File: config.mk
export PLATFORM = sky130hd
export DESIGN_NAME = pbus_tx
export DESIGN_NICKNAME = d
export VERILOG_FILES = /design/src/rtl/pbus_tx.sv
export SDC_FILE = /design/constraint.sdc
export NUM_CORES = 1
export LEC_CHECK = 0
export BUFFER_PORTS_ARGS = -buffer_cell sky130_fd_sc_hd__buf_2
export CAP_MARGIN = 40
export CORE_AREA = 3 3 99 120
export CTS_CLUSTER_DIAMETER = 80
export DETAILED_ROUTE_END_ITERATION = 8
export DIE_AREA = 0 0 102 123
export GPL_TIMING_DRIVEN = 0
export MAX_ROUTING_LAYER = met4
export PLACE_DENSITY_LB_ADDON = 0.1
export SETUP_SLACK_MARGIN = 0.1
export SYNTH_ARGS = -nofsm -noshare
export SYNTH_HDL_FRONTEND = slang
export SYNTH_SLANG_ARGS = --single-unit
File: constraint.sdc
create_clock -name clk -period 3.7 [get_ports clk]
set_input_delay 0.37 -clock clk [delete_from_list [all_inputs] [get_ports clk]]
set_output_delay 0.37 -clock clk [all_outputs]
set_load 0.01 [all_outputs]
File: src/rtl/pbus_tx.sv
module pbus_tx #(
  parameter int BUS_W = 16,
  parameter int LEN_W = 19
) (
  input  logic             clk,
  input  logic             rst_n,
  input  logic             start,
  input  logic [1:0]       wsel,
  input  logic [LEN_W-1:0] len_bits,
  input  logic             eof_sel,
  input  logic             valid_en,
  input  logic             bit_rev,
  input  logic [BUS_W-1:0] idle_val,
  input  logic [1:0]       int_en,
  input  logic [1:0]       int_clr,
  input  logic [7:0]       s_data,
  input  logic             s_valid,
  input  logic             s_last,
  output logic             s_ready_o,
  output logic [BUS_W-1:0] bus_o,
  output logic             valid_o,
  output logic             ready_o,
  output logic [1:0]       int_raw_o,
  output logic [1:0]       int_st_o,
  output logic [LEN_W-1:0] bits_read_o
);

  function automatic logic [7:0] flip8(input logic [7:0] b);
    for (int i = 0; i < 8; i++) flip8[i] = b[7-i];
  endfunction

  logic             busy;
  logic [1:0]       wsel_q;
  logic [LEN_W-1:0] len_q, sent_q;
  logic             eof_q, ven_q, rev_q;
  logic [7:0]       byte_q;
  logic             last_q;
  logic [2:0]       idx_q;

  logic [3:0]       wbits;
  logic [2:0]       last_idx;
  logic             need, take, beat_go, under;
  logic [7:0]       cur_byte, shifted, mask;
  logic             cur_last;
  logic [LEN_W:0]   nsent;
  logic             frame_end;

  assign wbits     = 4'd1 << wsel_q;
  assign last_idx  = 3'd7 >> wsel_q;
  assign need      = busy && (idx_q == 3'd0);
  assign take      = need && s_valid;
  assign under     = need && !s_valid;
  assign beat_go   = take || (busy && idx_q != 3'd0);
  assign cur_byte  = take ? (rev_q ? flip8(s_data) : s_data) : byte_q;
  assign cur_last  = take ? s_last : last_q;
  assign shifted   = cur_byte >> (idx_q * wbits);
  assign mask      = 8'((9'd1 << wbits) - 9'd1);
  assign nsent     = {1'b0, sent_q} + {{(LEN_W-3){1'b0}}, wbits};
  assign frame_end = beat_go && (eof_q ? (cur_last && idx_q == last_idx)
                                       : (nsent >= {1'b0, len_q}));

  assign s_ready_o = need;
  assign ready_o   = !busy;
  assign int_st_o  = int_raw_o & int_en;

  always_ff @(posedge clk or negedge rst_n) begin
    if (!rst_n) begin
      busy        <= 1'b0;
      wsel_q      <= 2'd3;
      len_q       <= '0;
      sent_q      <= '0;
      eof_q       <= 1'b0;
      ven_q       <= 1'b0;
      rev_q       <= 1'b0;
      byte_q      <= '0;
      last_q      <= 1'b0;
      idx_q       <= '0;
      bus_o       <= '0;
      valid_o     <= 1'b0;
      int_raw_o   <= '0;
      bits_read_o <= '0;
    end else begin
      int_raw_o <= (int_raw_o & ~int_clr) | {under, frame_end};
      if (!busy) begin
        bus_o   <= idle_val;
        valid_o <= 1'b0;
        if (start) begin
          busy        <= 1'b1;
          wsel_q      <= wsel;
          len_q       <= len_bits;
          eof_q       <= eof_sel;
          ven_q       <= valid_en;
          rev_q       <= bit_rev;
          sent_q      <= '0;
          idx_q       <= '0;
          bits_read_o <= '0;
        end
      end else begin
        valid_o <= beat_go && ven_q;
        if (beat_go) begin
          bus_o  <= {{(BUS_W-8){1'b0}}, shifted & mask};
          sent_q <= nsent[LEN_W-1:0];
          idx_q  <= (idx_q == last_idx) ? 3'd0 : idx_q + 3'd1;
        end
        if (take) begin
          byte_q      <= cur_byte;
          last_q      <= s_last;
          bits_read_o <= bits_read_o + LEN_W'(8);
        end
        if (frame_end) busy <= 1'b0;
      end
    end
  end

endmodule

==> results by group, run 1 <==
Floorplanning
  • Row count: 42
  • Die X: 102 um
  • Die footprint: 12500 sq um
  • Die height: 123 um
  • Initial core utilization: 49.7%
  • Core area: 10900 sq um
  • # IOs: 99

Power and ir drop
  • Logic pwr share: 51.8%
  • Sw frac: 41.7%
  • Clock power frac: 17.8%
  • Peak VDD IR: 0.407 mV
  • Tot Pwr: 4960 uW
  • Cell Int Power: 2890 uW
  • Sw power: 2070 uW
  • Leak: 0.00330 uW
  • Power share of the sequential group: 30.4%
  • Pwr per Cell Area: 750 nW/um^2

Logic synthesis
  • Post-Synthesis Cell Area: 5440 sq um
  • FF+latch count, synth: 91
  • Yosys cell types: 62
  • Post-Synthesis Cells: 580
  • Main combinational cell family by area after synthesis: compound AO/OA/AOI/OAI gates
  • Largest cells by area after synthesis: dfrtp_1 (41%), ha_1 (6.9%), nand2_1 (6.1%)
  • Synth top cells by count: dfrtp_1 (89), nand2_1 (88), inv_1 (43)
  • Ys Warns: 0
  • Mux contribution to synthesized area: 5.71%
  • Post-synth EDFFs: 0
  • Top FF cell, synth: dfrtp_1
  • Compound-Gate Fraction of Synth Area: 16.5%
  • Adder-cell area share of the yosys netlist: 8.01%
  • Sequential share of the synthesized area: 41.9%
  • Most common cell in the netlist: dfrtp_1
  • Largest area contributor in the netlist: dfrtp_1
  • XOR/XNOR Fraction of Synth Area: 5.94%
  • Synth top area share: 41.0%
  • FFs w/ async S/R, synth: 100%
  • Post-synthesis simple-gate area fraction: 15.8%
  • Syn avg cell area: 9.37 sq um

Final layout
  • Diodes inserted: 0
  • Layout cells sized above 1: 25.2%
  • Fillers: 998
  • Area growth from synthesis to layout: 21.6%
  • Multi-input logic area: 2950 sq um
  • # nets final: 791
  • Non-filler cells in the finished layout: 839
  • FF/Latch Area: 2280 sq um

Clock tree
  • CTS tree: built
  • H-tree depth reported by CTS: 3
  • Max clock buf depth: 2
  • Total clock sinks: 91
  • CTS Buf Count: 9
  • Worst-path clk slew: 0.07 ns
  • Worst skew pair latency: 0.35 ns
  • Clock root cell: clkbuf_16

STA
  • Tmin final: 3.50 ns
  • Fin. max-slew vios: 0
  • Setup violators final: 0
  • Top achievable clock speed: 285 MHz
  • Tcrit/Tclk final: 94.7%
  • Final hold violation count: 0
  • RSZ-0062 raised after global routing: no
  • Worst-Margin Slew: 0.871 ns
  • Slew margin rel.: 41.5%
  • Post-Route Skew: 0.00571 ns
  • Setup WS post-layout: 0.197 ns

Global route
  • Vias in the first global route: 4276
  • Initial antenna violation count: 0
  • GR Util met2: 36.0%
  • Global-route wire length before repair: 20700 um
  • Met1 Use GR: 26.5%
  • Met3 GRT Util: 4.29%
  • GRT Util Overall: 21.6%
  • Grt peak-use layer: met2
  • Grt ovf: 0
  • Largest net degree at the start of global routing: 63

Setup path
  • CP max-delay cell: dfstp_2
  • Worst setup EP type: register
  • CP max FO: 5
  • Worst EP required: 3.92 ns
  • CP arrival: 3.72 ns
  • Crit path cell chain: nor2b_4, ha_1, a21o_1, maj3_2, a21o_4, nand2_4, nor2_1, xor2_1, ha_1, nand4_1, or4_4, a31oi_4, o31ai_2
  • CP Launch Type: register
  • Critical Path Most Common Cell: ha_1
  • Crit Path Class: reg2reg
  • Crit-path max cell delay: 0.58 ns

Route
  • Drc violations: 0
  • DRT iter0 DRCs: 222
  • Via count: 4483
  • Final wirelength: 12600 um
  • Pre-Repair DR Iteration Count: 4
  • WL/cell: 15.1 um
  • Antenna-violating nets left: 0
  • Vias per inst: 5.34

Placed design
  • Post-DP HPWL: 9430 um
  • Pre-CTS setup slack: -0.330 ns
  • Cells after DPL: 810
  • IO buf count: 95
  • Placer Congestion: 0.828

Min path
  • HP Class: in2reg

Run status
  • Outcome: finished clean

Job
  • Max-cap violations: 0
-- cell usage in the layout, fill, tap and decap left out, types with 13 or more instances in the layout --
master	n
nand2_1	84
a21oi_1	15
buf_4	17
inv_1	41
ha_1	28
o21ai_0	41
xnor2_1	15
mux2i_1	13
nand3_1	14
clkbuf_1	17
buf_2	97
nor2_1	30
dfrtp_1	89
xor2_1	19
-- timing repair --
action                                 4_1_cts  5_1_grt
buffers inserted                             5        7
hold buffers                                 1        0
endpoints found under the hold margin       29        0
setup endpoints to repair                    2        2
resized for setup                           10       20
gates cloned                                 0        0
pin swaps                                    3       13
-- power groups by stage --
stage	clock (uW)	combinational (uW)	sequential [uW]
finish	884	2570	1510
global route	936	2920	1550
CTS	899	2500	1500
detailed placement	0	2410	1530
global placement	0	2340	1510
floorplan	0	1730	1520
-- per-stage QoR --
| stage | TNS [ns] | hold slack, ns | area (sq um) | utilization, % |
|---|---|---|---|---|
| 6_report | 0 | 0.210 | 6610 | 60.5 |
| 4_1_cts | 0 | 0.203 | 6490 | 59.4 |
| 2_1_floorplan | 0 | 0.0744 | 5450 | - |
| 5_1_grt | 0 | 0.214 | 6610 | 60.5 |
| 3_5_place_dp | -0.626 | 0.325 | 6120 | 56.0 |
| 3_3_place_gp | -0.542 | 0.452 | 6090 | 55.7 |
-- routing by layer --
| metal | routed length, um | vias to the layer above |
|---|---|---|
| li1 | - | 2250 |
| met1 | 5510 | 2124 |
| met2 | 6390 | 92 |
| met3 | 495 | 17 |
| met4 | 233 | 0 |
| met5 | 0 | - |
-- registers in the layout, indices dropped and copies added, names as in the netlist --
name,flops
ven_q,1
busy,1
len_q,19
bits_read_o,16
sent_q,19
rev_q,1
byte_q,8
bus_o,16
idx_q,3
last_q,1
int_raw_o,2
eof_q,1
wsel_q,2
valid_o,1
-- worst max-delay path, delay by kind of cell, from the launching register on --
| family | cells | cell delay (ns) |
|---|---|---|
| AND/OR/NAND/NOR | 5 | 1.03 |
| flip-flops | 1 | 0.58 |
| adder cells (fa/ha/maj) | 3 | 0.85 |
| AO/OA/AOI/OAI | 4 | 0.76 |
| XOR/XNOR | 1 | 0.15 |
-- area by class of cell --
type | instances | area share (%)
plain buffers | 31 | 2.61
flip-flops and latches | 91 | 34.5
clock buffers | 11 | 3.67
clock inverters | 5 | 0.587
well taps | 132 | 2.50
multi-input cells | 417 | 44.6
repair buffers | 109 | 9.16
inverters | 43 | 2.44
-- logic make-up after synthesis --
| kind of cell | after synthesis |
|---|---|
| other | 1 |
| AOI/OAI and AO/OA | 136 |
| DFF | 91 |
| adders and majority gates | 34 |
| buffers and inverters | 74 |
| xor gates and xnor gates | 36 |
| muxes | 25 |
| and+or+nand+nor | 183 |
-- worst paths after layout --
path	from	endpoint	slack, ns	cells past startpoint
setup / recovery	wsel_q[0]	busy	0.20	13
hold / removal	wsel[1]	wsel_q[1]	0.21	3
setup reg to reg	wsel_q[0]	busy	0.20	13
hold reg to reg	byte_q[2]	byte_q[2]	0.48	2
max in group asynchronous	rst_n	wsel_q[0]	2.53	3
min in group asynchronous	rst_n	bus_o[8]	0.48	2
Power figures use the tool's default switching activity.
==> inputs of run 2 (changes only) <==
--- a/config.mk
+++ b/config.mk
@@ -7,13 +7,13 @@
 export LEC_CHECK = 0
 export BUFFER_PORTS_ARGS = -buffer_cell sky130_fd_sc_hd__buf_2
 export CAP_MARGIN = 40
-export CORE_AREA = 3 3 99 120
+export CORE_AREA = 2 2 98 119
 export CTS_CLUSTER_DIAMETER = 80
 export DETAILED_ROUTE_END_ITERATION = 8
-export DIE_AREA = 0 0 102 123
+export DIE_AREA = 0 0 100 121
 export GPL_TIMING_DRIVEN = 0
 export MAX_ROUTING_LAYER = met4
-export PLACE_DENSITY_LB_ADDON = 0.1
+export PLACE_DENSITY = 0.78
 export SETUP_SLACK_MARGIN = 0.1
 export SYNTH_ARGS = -nofsm -noshare
 export SYNTH_HDL_FRONTEND = slang
==> results by group, run 2 (synthesized netlist as in run 1, its figures left out) <==
Setup path
  • Worst setup EP type: register
  • Worst EP required: 3.90 ns
  • Worst reg2reg setup slack: 0.21 ns
  • Crit Path Class: reg2reg
  • CP max FO: 5
  • CP arrival: 3.69 ns
  • CP Launch Type: register

STA
  • Fin. max-slew vios: 0
  • Slew margin rel.: 49.3%
  • Top achievable clock speed: 286 MHz
  • Tcrit/Tclk final: 94.4%
  • Worst-Margin Slew: 0.755 ns
  • Final TNS setup: 0 ns
  • Final hold violation count: 0
  • RSZ-0062 raised after global routing: no
  • Setup violators final: 0
  • Post-Route Skew: 0.0121 ns
  • Tmin final: 3.49 ns

Route
  • Drc violations: 0
  • Final wirelength: 12800 um
  • DRT iter0 DRCs: 260
  • Antenna-violating nets left: 0
  • Via count: 4655
  • Pre-Repair DR Iteration Count: 4
  • Top Metal Used: met4
  • Met1 WL: 5400 um
  • DR WL met2: 6520 um
  • Wire length on met3: 555 um
  • WL/cell: 15.2 um
  • Vias per inst: 5.55

Power and ir drop
  • Power share of the sequential group: 30.3%
  • Sw frac: 41.0%
  • Clock power frac: 17.7%
  • Logic pwr share: 52.0%
  • Sw power: 2040 uW
  • Leak: 0.00331 uW
  • Peak VDD IR: 0.288 mV
  • Cell Int Power: 2930 uW
  • Pwr per Cell Area: 753 nW/um^2

Placed design
  • IO buf count: 95
  • Post-DP HPWL: 9370 um
  • Cells after DPL: 810
  • Placer Congestion: 0.870

Clock tree
  • Worst skew pair latency: 0.34 ns
  • H-tree depth reported by CTS: 3
  • Worst-path clk slew: 0.07 ns
  • Max clock buf depth: 2
  • Clock root cell: clkbuf_16
  • CTS Buf Count: 9
  • Total clock sinks: 91
  • CTS tree: built

Global route
  • Global-route wire length before repair: 20900 um
  • Vias in the first global route: 4596
  • Largest net degree at the start of global routing: 51
  • Grt ovf: 0
  • GRT Util Overall: 22.0%
  • Initial antenna violation count: 0

Run status
  • Outcome: finished clean

Floorplanning
  • Initial core utilization: 49.7%
  • Die height: 121 um
  • Core area: 10900 sq um
  • # IOs: 99
  • Die footprint: 12100 sq um
  • Row count: 42
  • Die X: 100 um

Job
  • Max-cap violations: 0

Final layout
  • Top flop regs: len_q: 19 flops, sent_q: 19 flops
  • Commonest non-fill, non-tap cells in the layout: buf_2 (96), dfrtp_1 (89), nand2_1 (84), inv_1 (42), o21ai_0 (42)
  • Fillers: 920
  • # nets final: 791
  • Non-filler cells in the finished layout: 839
  • Commonest non-fill, non-tap cell in the layout: buf_2
  • Area growth from synthesis to layout: 21.7%
  • Diodes inserted: 0
  • Layout cells sized above 1: 24.8%

Min path
  • HP Class: in2async
run 2: area by class of cell:
cell class              count  area [sq um]  area share (%)
plain buffers              31           175            2.65
clock buffers              14           274            4.14
clock inverters             2          10.0           0.151
inverters                  43           161            2.44
multi-input cells         417          2930            44.3
flip-flops and latches     91          2280            34.5
well taps                 132           165            2.50
repair buffers            109           616            9.31
run 2: worst max-delay path, cell delays in order (launching register included):
cell     delay [ns]
dfstp_2        0.56
nor2b_4        0.17
ha_1           0.23
a21o_1         0.19
maj3_2         0.33
a21o_4         0.26
nand2_4        0.08
nor2_1         0.06
xor2_1         0.15
ha_1           0.30
nand4_1        0.16
or4_4          0.59
a31oi_4        0.18
o31ai_2        0.09
run 2: power groups by stage:
stage,clock [uW],combinational (uW),sequential [uW]
after floorplan,0,1730,1520
after global placement,0,2280,1510
after detailed placement,0,2390,1530
after CTS,891,2490,1510
after global routing,945,2900,1540
final,879,2590,1510
run 2: what timing repair did:
item	in CTS	in global routing
pin swaps	6	9
buffers inserted	4	9
resized for setup	15	11
setup endpoints to repair	2	2
hold buffers	0	0
run 2: worst paths after layout:
| kind | from | to | depth (start not counted) |
|---|---|---|---|
| setup / recovery | wsel_q[0] | busy | 13 |
| hold / removal | rst_n | sent_q[11] | 1 |
| setup reg to reg | wsel_q[0] | busy | 13 |
| hold reg to reg | ven_q | ven_q | 2 |
| max in group asynchronous | rst_n | wsel_q[0] | 2 |
| min in group clk | wsel[1] | wsel_q[1] | 3 |
run 2: metrics by stage:
stage / power (uW) / hold WS (ns) / area, sq um / util, % / setup WS [ns]
2_1_floorplan: 3250 / 0.0744 / 5450 / - / 0.156
3_3_place_gp: 3790 / 0.454 / 6090 / 55.7 / -0.218
3_5_place_dp: 3920 / 0.404 / 6120 / 56.0 / -0.276
4_1_cts: 4890 / 0.0444 / 6500 / 59.5 / 0.111
5_1_grt: 5390 / 0.0610 / 6610 / 60.5 / 0.0541
6_report: 4980 / 0.0296 / 6610 / 60.5 / 0.209
run 2: routing by layer:
| metal | vias to the layer above | GRT usage [%] |
|---|---|---|
| li1 | 2250 | - |
| met1 | 2248 | 26.7 |
| met2 | 131 | 37.1 |
| met3 | 26 | 3.40 |
| met4 | 0 | 8.22 |
| met5 | - | - |
==> inputs of run 3 (changes only) <==
--- a/config.mk
+++ b/config.mk
@@ -13,7 +13,7 @@
 export DIE_AREA = 0 0 100 121
 export GPL_TIMING_DRIVEN = 0
 export MAX_ROUTING_LAYER = met4
-export PLACE_DENSITY = 0.78
+export PLACE_DENSITY = 0.8
 export SETUP_SLACK_MARGIN = 0.1
 export SYNTH_ARGS = -nofsm -noshare
 export SYNTH_HDL_FRONTEND = slang
==> results by group, run 3 (synthesized netlist as in run 1, its figures left out) <==
Floorplanning
  • Core area: 10900 sq um
  • Initial core utilization: 49.7%
  • Row count: 42
  • Die footprint: 12100 sq um
  • Die X: 100 um
  • # IOs: 99
  • Die height: 121 um

Placed design
  • Post-DP HPWL: 9550 um
  • IO buf count: 95
  • Pre-CTS setup slack: -0.302 ns
  • Placer Congestion: 0.881
  • Area of placed instances: 6120 sq um

Power and ir drop
  • Leak: 0.00335 uW
  • Pwr per Cell Area: 753 nW/um^2
  • Peak VDD IR: 0.352 mV

STA
  • Final hold violation count: 0
  • Top achievable clock speed: 278 MHz
  • Worst-Margin Slew: 0.789 ns
  • Setup violators final: 0
  • Setup WS post-layout: 0.108 ns
  • Slew margin rel.: 47.0%
  • WHS: 0.232 ns
  • RSZ-0062 raised after global routing: yes
  • Tcrit/Tclk final: 97.1%
  • Post-Route Skew: 0.00499 ns
  • Fin. max-slew vios: 0
  • Tmin final: 3.59 ns

Route
  • Vias per inst: 5.65
  • Antenna-violating nets left: 0
  • Pre-Repair DR Iteration Count: 6
  • Final wirelength: 13600 um
  • Drc violations: 0
  • Via count: 4754
  • DRT iter0 DRCs: 294
  • WL/cell: 16.1 um

Setup path
  • Worst EP required: 3.91 ns
  • CP Launch Type: register
  • Worst setup EP type: register
  • CP arrival: 3.80 ns
  • Reg2reg path depth: 16
  • CP max FO: 8
  • Crit Path Class: reg2reg

Final layout
  • # nets final: 794
  • Commonest non-fill, non-tap cells in the layout: buf_2 (96), dfrtp_1 (89), nand2_1 (84), o21ai_0 (41), inv_1 (40)
  • Top flop regs: len_q: 19 flops, sent_q: 19 flops
  • Layout cells sized above 1: 24.9%
  • Diodes inserted: 0
  • Area growth from synthesis to layout: 22.2%
  • Layout Utilization: 60.8%
  • Commonest non-fill, non-tap cell in the layout: buf_2
  • Finished Cell Area: 6640 sq um

Clock tree
  • Worst-path clk slew: 0.06 ns
  • Total clock sinks: 91
  • CTS tree: built
  • H-tree depth reported by CTS: 3
  • Clock root cell: clkbuf_16
  • Max clock buf depth: 2
  • Worst skew pair latency: 0.34 ns
  • CTS Buf Count: 9

Min path
  • Worst Hold Path Cells: 3
  • HP Class: in2reg

Global route
  • Largest net degree at the start of global routing: 68
  • Initial antenna violation count: 0
  • GRT Util Overall: 23.1%
  • Vias in the first global route: 4718
  • Global-route wire length before repair: 21900 um
  • Grt ovf: 0

Run status
  • Outcome: finished clean

Job
  • Max-cap violations: 0
==> run 3: critical path: stages, from the launching register on <==
cell	delay (ns)
dfstp_2	0.38
buf_8	0.14
nor2_4	0.12
ha_2	0.21
inv_2	0.05
fa_2	0.39
inv_2	0.06
maj3_1	0.15
a21o_1	0.22
and2_4	0.22
nand2_4	0.06
xnor2_2	0.15
ha_1	0.28
nand4_1	0.14
or4_4	0.58
a31oi_4	0.23
o31ai_2	0.08
==> run 3: layer usage <==
metal / vias up / part of all wire, % / GRT usage (%)
met5: - / 0 / -
met4: 0 / 4.2 / 12.0
met3: 66 / 5.7 / 3.46
met2: 207 / 50 / 38.8
met1: 2222 / 40 / 27.0
li1: 2259 / - / -
==> run 3: final cells by class <==
type	count	area, sq um
fillers	894	4290
multi-input cells	417	2950
flip-flops and latches	91	2280
repair buffers	112	632
clock buffers	14	264
plain buffers	31	175
well taps	132	165
inverters	43	161
clock inverters	2	10.0
==> run 3: repair_timing <==
item	CTS	global route
endpoints found under the hold margin	24	0
setup endpoints to repair	2	2
buffers inserted	5	10
gates resized for setup	11	20
pin swaps	4	14
hold buffers	1	0
==> run 3: final timing paths <==
| kind | endpoint | from | slack (ns) |
|---|---|---|---|
| min reg2reg | byte_q[2] | byte_q[2] | 0.48 |
| max in group asynchronous | wsel_q[0] | rst_n | 2.54 |
| min in group asynchronous | bus_o[9] | rst_n | 0.48 |
| min | len_q[14] | len_bits[14] | 0.23 |
| max | busy | wsel_q[1] | 0.11 |
| max reg2reg | busy | wsel_q[1] | 0.11 |
==> run 3: through the flow <==
step | setup TNS [ns] | cells | total power, uW
2_1_floorplan | 0 | 582 | 3250
3_3_place_gp | -0.392 | 809 | 3790
3_5_place_dp | -0.580 | 810 | 3920
4_1_cts | 0 | 832 | 4880
5_1_grt | -0.0249 | 842 | 5400
6_report | 0 | 842 | 5000
==> run 3: report_power, final <==
| part | internal [uW] | switching (uW) | total [uW] |
|---|---|---|---|
| logic | 1120 | 1510 | 2630 |
| clock network | 491 | 367 | 858 |
| registers | 1320 | 202 | 1520 |
